--- config.mk ---
export PLATFORM = sky130hd
export DESIGN_NAME = fsu_status
export DESIGN_NICKNAME = d
export VERILOG_FILES = /design/src/rtl/fsu_pkg.sv /design/src/rtl/fsu_exc_eval.sv /design/src/rtl/fsu_cmp_eval.sv /design/src/rtl/fsu_status.sv
export SDC_FILE = /design/constraint.sdc
export NUM_CORES = 1
export LEC_CHECK = 0
export BUFFER_PORTS_ARGS = -buffer_cell sky130_fd_sc_hd__clkbuf_2
export CORE_MARGIN = 3
export CORE_UTILIZATION = 44
export CTS_CLUSTER_DIAMETER = 200
export DETAILED_ROUTE_END_ITERATION = 10
export GPL_TIMING_DRIVEN = 0
export PLACE_DENSITY = 0.87
export RECOVER_POWER = 100
export SLEW_MARGIN = 30
export SYNTH_ARGS = -nofsm -noshare
export SYNTH_HDL_FRONTEND = slang
export SYNTH_SLANG_ARGS = --single-unit
--- constraint.sdc ---
create_clock -name clk -period 1.65 [get_ports clk]
set_input_delay 0.165 -clock clk [delete_from_list [all_inputs] [get_ports clk]]
set_output_delay 0.165 -clock clk [all_outputs]
set_load 0.02 [all_outputs]
--- src/rtl/fsu_pkg.sv ---
// fsu_pkg: field layout and shared types of the floating-point status word.
// Assumes a single status word; every field position is derived here.
package fsu_pkg;
    localparam int NFLAG    = 5;
    localparam int FL_NX    = 0;
    localparam int FL_DZ    = 1;
    localparam int FL_UF    = 2;
    localparam int FL_OF    = 3;
    localparam int FL_NV    = 4;
    localparam int CEXC_LSB = 0;
    localparam int AEXC_LSB = CEXC_LSB + NFLAG;
    localparam int CC_W     = 2;
    localparam int NCC      = 4;
    localparam int CC_BASE  = 10;
    localparam int CC_STEP0 = 20;
    localparam int FTT_LSB  = 14;
    localparam int FTT_W    = 3;
    localparam int TEM_LSB  = 23;
    localparam int RND_LSB  = 30;
    localparam int RND_W    = 2;
    localparam int SEL_W    = $clog2(NCC);
    localparam int STAT_W   = CC_BASE + CC_STEP0 + CC_W * (NCC - 1) + CC_W;
    localparam logic [FTT_W-1:0] FTT_IEEE = 3'd1;

    typedef enum logic [1:0] {
        REL_EQ = 2'd0,
        REL_LT = 2'd1,
        REL_GT = 2'd2,
        REL_UN = 2'd3
    } rel_e;

    typedef enum logic [RND_W-1:0] {
        RND_NEAR = 2'd0,
        RND_ZERO = 2'd1,
        RND_PINF = 2'd2,
        RND_NINF = 2'd3
    } rnd_e;

    // Lowest bit of condition-code field sel (offsets 0, 22, 24, 26 from base).
    function automatic int cc_lsb(input int sel);
        return (sel == 0) ? CC_BASE : CC_BASE + CC_STEP0 + CC_W * sel;
    endfunction
endpackage

--- src/rtl/fsu_exc_eval.sv ---
// fsu_exc_eval: next status word for an arithmetic result.
// Assumes the flags are valid whenever the caller selects this path.
module fsu_exc_eval
    import fsu_pkg::*;
(
    input  logic [STAT_W-1:0] stat_cur,
    input  logic [NFLAG-1:0]  flags,
    output logic [STAT_W-1:0] stat_nxt,
    output logic              trap
);
    logic [NFLAG-1:0] tem;
    logic [NFLAG-1:0] hit;

    // Align the enable mask to the flags and find enabled exceptions.
    always_comb begin
        tem  = stat_cur[TEM_LSB +: NFLAG];
        hit  = flags & tem;
        trap = |hit;
    end

    // Build the updated word: current flags always, accrue or trap code.
    always_comb begin
        stat_nxt = stat_cur;
        stat_nxt[CEXC_LSB +: NFLAG] = flags;
        if (trap) begin
            stat_nxt[FTT_LSB +: FTT_W] = FTT_IEEE;
        end else begin
            stat_nxt[AEXC_LSB +: NFLAG] = stat_cur[AEXC_LSB +: NFLAG] | flags;
        end
    end
endmodule

--- src/rtl/fsu_cmp_eval.sv ---
// fsu_cmp_eval: next status word for a compare result.
// Assumes the relation comes from an external comparator; a trapping
// unordered compare leaves every condition-code field as it was.
module fsu_cmp_eval
    import fsu_pkg::*;
(
    input  logic [STAT_W-1:0] stat_cur,
    input  logic [1:0]        rel,
    input  logic [SEL_W-1:0]  sel,
    input  logic              signal_cmp,
    output logic [STAT_W-1:0] stat_nxt,
    output logic              trap
);
    logic              unord;
    logic [CC_W-1:0]   code;
    logic [NCC-1:0]    sel_hot;
    logic [CC_W-1:0]   fld_next [NCC];

    // Classify the relation and decide whether it must trap.
    always_comb begin
        unord = (rel == REL_UN);
        code  = rel;
        trap  = unord && (signal_cmp || stat_cur[TEM_LSB + FL_NV]);
    end

    // One lane per condition-code field: keep it or load the new code.
    for (genvar i = 0; i < NCC; i++) begin : g_cc
        localparam int LSB = cc_lsb(i);
        assign sel_hot[i]  = (sel == SEL_W'(i));
        assign fld_next[i] = (sel_hot[i] && !trap) ? code : stat_cur[LSB +: CC_W];
    end

    // Merge the lanes and the exception side effects into the new word.
    always_comb begin
        stat_nxt = stat_cur;
        for (int i = 0; i < NCC; i++) begin
            stat_nxt[cc_lsb(i) +: CC_W] = fld_next[i];
        end
        if (trap) begin
            stat_nxt[CEXC_LSB + FL_NV] = 1'b1;
            stat_nxt[FTT_LSB +: FTT_W] = FTT_IEEE;
        end else if (unord) begin
            stat_nxt[AEXC_LSB + FL_NV] = 1'b1;
        end
    end
endmodule

--- src/rtl/fsu_status.sv ---
// fsu_status: floating-point status word with compare condition codes,
// exception accrual and a registered one-cycle trap request.
// Assumes at most one operation per cycle; a software write wins.
module fsu_status
    import fsu_pkg::*;
#(
    parameter int              TT_W      = 9,
    parameter logic [TT_W-1:0] TT_FP_EXC = 9'h021
) (
    input  logic              clk,
    input  logic              rst_n,
    input  logic              sw_we,
    input  logic [STAT_W-1:0] sw_wdata,
    input  logic              op_valid,
    input  logic              op_cmp,
    input  logic [1:0]        cmp_rel,
    input  logic [SEL_W-1:0]  cc_sel,
    input  logic              cmp_signal,
    input  logic [NFLAG-1:0]  ieee_flags,
    output logic [STAT_W-1:0] stat_q,
    output logic [RND_W-1:0]  rnd_mode,
    output logic              trap_req,
    output logic [TT_W-1:0]   trap_type
);
    logic [STAT_W-1:0] exc_nxt;
    logic [STAT_W-1:0] cmp_nxt;
    logic              exc_trap;
    logic              cmp_trap;
    logic [STAT_W-1:0] op_nxt;
    logic              op_trap;
    rnd_e              rnd_dec;

    fsu_exc_eval u_exc (
        .stat_cur (stat_q),
        .flags    (ieee_flags),
        .stat_nxt (exc_nxt),
        .trap     (exc_trap)
    );

    fsu_cmp_eval u_cmp (
        .stat_cur   (stat_q),
        .rel        (cmp_rel),
        .sel        (cc_sel),
        .signal_cmp (cmp_signal),
        .stat_nxt   (cmp_nxt),
        .trap       (cmp_trap)
    );

    // Pick the result path of the presented operation.
    always_comb begin
        op_nxt  = op_cmp ? cmp_nxt  : exc_nxt;
        op_trap = op_cmp ? cmp_trap : exc_trap;
    end

    // Status word and trap outputs; software write has priority.
    always_ff @(posedge clk) begin
        if (!rst_n) begin
            stat_q    <= '0;
            trap_req  <= 1'b0;
            trap_type <= '0;
        end else begin
            trap_req  <= 1'b0;
            trap_type <= '0;
            if (sw_we) begin
                stat_q <= sw_wdata;
            end else if (op_valid) begin
                stat_q    <= op_nxt;
                trap_req  <= op_trap;
                trap_type <= op_trap ? TT_FP_EXC : '0;
            end
        end
    end

    // Rounding field decode.
    always_comb begin
        rnd_dec  = rnd_e'(stat_q[RND_LSB +: RND_W]);
        rnd_mode = rnd_dec;
    end
endmodule

==> run metrics <==
post-cts resize count=0; crit-path max FO=5; root buffer cell=clkbuf_8; fin util=63.2%; die area=4960 sq um; Critical Path Source Type=flop; flop2flop setup slack=130 ps; clock network latency to the later pin of the worst-skew pair=290 ps; Slew Limit Fails=0; commonest non-fill, non-tap cell in the layout=clkbuf_1; GR Overflow Total=0; Die X=70.4 um; CP Cell Sequence=a222oi_1, and3_1, and3_1, a22o_2; PortBufs=94; Mean Syn Cell Area=9.47 sq um; fin crit period=1520 ps; Slowest-stage cell, CP=a222oi_1; first-pass GRT wire length=7290 um; Residual DRC=0; GRT Total Usage=18.4%; Hold EP=stat_q[15]; vias=1701; diodes inserted=0; row cnt=22; multi-input combinational cell area=922 sq um; Final Skew=9.90 ps; CP top delay family=compound AO/OA/AOI/OAI gates; Post-synth EDFFs=0; TritonCTS clock tree=done; library cells used by synthesis=36; Hold-fix buffers, CTS=0; RSZ-0062 raised after global routing=false; Initial Utilization=47.7%; initial antenna violation count=0; final hold violation count=0; reg2reg end=stat_q[5]; status=complete, no violations; FFs w/ async S/R, synth=0%; worst hold path type=in -> reg; Max-slew headroom=55.4%; P_leak=0.00110 uW; Hold Path Cell Cnt=3; final setup TNS=0 ps; Worst-Margin Slew=669 ps; Crit Path Category=reg -> reg; Routed Wire Length=4600 um; fin nets=353; CP required=1890 ps; sum of buffers and inverters on the critical path=0; leading cell types in the layout, fill and taps excluded=clkbuf_1, clkbuf_2, dfxtp_1, nand2_1, mux2i_1; Filler Cell Count=364; vias per inst=4.87; post-detail-place hpwl=3610 um; yosys warns=0; Setup crit end kind=flop; worst hold path startpoint=sw_wdata[15]; Post CTS Setup Buffer Count=0; Ports=103; Clk pin slew, worst setup/hold paths=80 ps; clk buf depth=2; die height=70.4 um; Syn Inst Count=193; reg2reg start=stat_q[27]; Synth Cell Area=1830 sq um; #FFs+latches synth=39; largest net degree at the start of global routing=13; sequential cell area=781 sq um; Worst Path Arrival=1760 ps; Crit path largest cell delay=430 ps; clock sinks=39; max cap viols=0; Synth Flop Type=dfxtp_1; VDD IR max=0.000586 V; Post-DRT Antenna Nets=0; starting DRC count in detailed routing=60; final period utilization=92.1%; Crit path top cell by count=and3_1; Num CTS Buffers=5; top achievable clock speed=0.658 GHz; WL/cell=13.2 um; share of cells above drive strength 1=26.6%; pwr/cell area=901 nW/um^2; area delta synth->final=32.5%; worst r2r path cells=4; vias in the first global route=1582; gpl congestion=0.808; Pre-antenna DRT Iters=4; Final setup violation count=0; Seq/Total Area, Yosys=42.7%; H-tree Lvls=2; floorplan core area=3830 sq um
[tightest hold or removal path, stage by stage]
cell,delay [ps]
clkbuf_2,80
nand3_1,60
o21ai_0,60
[layout make-up]
class	instances	share of cell area (%)
clock inverter	1	0.310
tap	48	2.48
timing repair buffer	94	17.2
sequential	39	32.3
clock buffer	7	3.98
inverter	1	0.155
multi-input combinational	136	38.1
buffer	23	5.48
[per-stage QoR]
stage	setup slack (ps)	total power, uW	instance area [sq um]	instances	hold slack, ps
global route	20.0	2280	2420	349	137
finish	130	2180	2420	349	108
floorplan	220	1330	1850	199	303
CTS	153	2210	2480	349	103
detailed placement	165	1500	2380	341	409
global placement	171	1490	2380	341	400
[registers in the layout, summed over array words and instances (netlist names)]
name / count
trap_type: 1
stat_q: 38
[worst max path at each step]
stage | start | end | cells after the start
after detailed placement | stat_q[27] | stat_q[14] | 4
after floorplan | stat_q[27] | stat_q[14] | 4
after global routing | sw_we | stat_q[4] | 6
after CTS | stat_q[27] | stat_q[14] | 4
after global placement | stat_q[27] | stat_q[14] | 4
final | stat_q[27] | stat_q[5] | 4
[cells by family (layout without fill, tap and decap cells)]
family | count (synthesis) | in the layout | synth area share [%]
AND/OR/NAND/NOR | 62 | 62 | 17.5
AO/OA/AOI/OAI | 42 | 42 | 17.9
flip-flops | 39 | 39 | 42.7
multiplexers | 25 | 25 | 13.9
buffers and inverters | 24 | 126 | 7.74
other | 1 | 7 | 0.205
[report_power, final]
group | switching [uW] | internal [uW]
Sequential | 35.3 | 1000
Combinational | 248 | 180
Clock | 338 | 380
Total | 621 | 1560
[routing by layer]
metal	part of all wire, %	GRT usage (%)	vias to the layer above
met5	0	0	-
met4	1.1	5.32	0
met3	9.8	6.33	6
met2	45	29.2	77
met1	44	23.6	745
li1	-	-	873
[synthesized netlist by cell type (2+ instances only)]
| cell type | instances | area, sq um |
|---|---|---|
| o21ai_0 | 6 | 30.0 |
| a21o_1 | 8 | 60.1 |
| a22o_2 | 3 | 30.0 |
| clkbuf_1 | 6 | 22.5 |
| nand2_1 | 24 | 90.1 |
| mux2_2 | 3 | 33.8 |
| nor2b_1 | 20 | 125 |
| buf_4 | 12 | 90.1 |
| dfxtp_1 | 39 | 781 |
| nand3_1 | 5 | 25.0 |
| buf_2 | 5 | 25.0 |
| a41oi_1 | 2 | 17.5 |
| and2_1 | 4 | 25.0 |
| a21boi_0 | 10 | 75.1 |
| mux2i_1 | 22 | 220 |
| nor2_1 | 4 | 15.0 |
(Power assumes the default switching activity.)
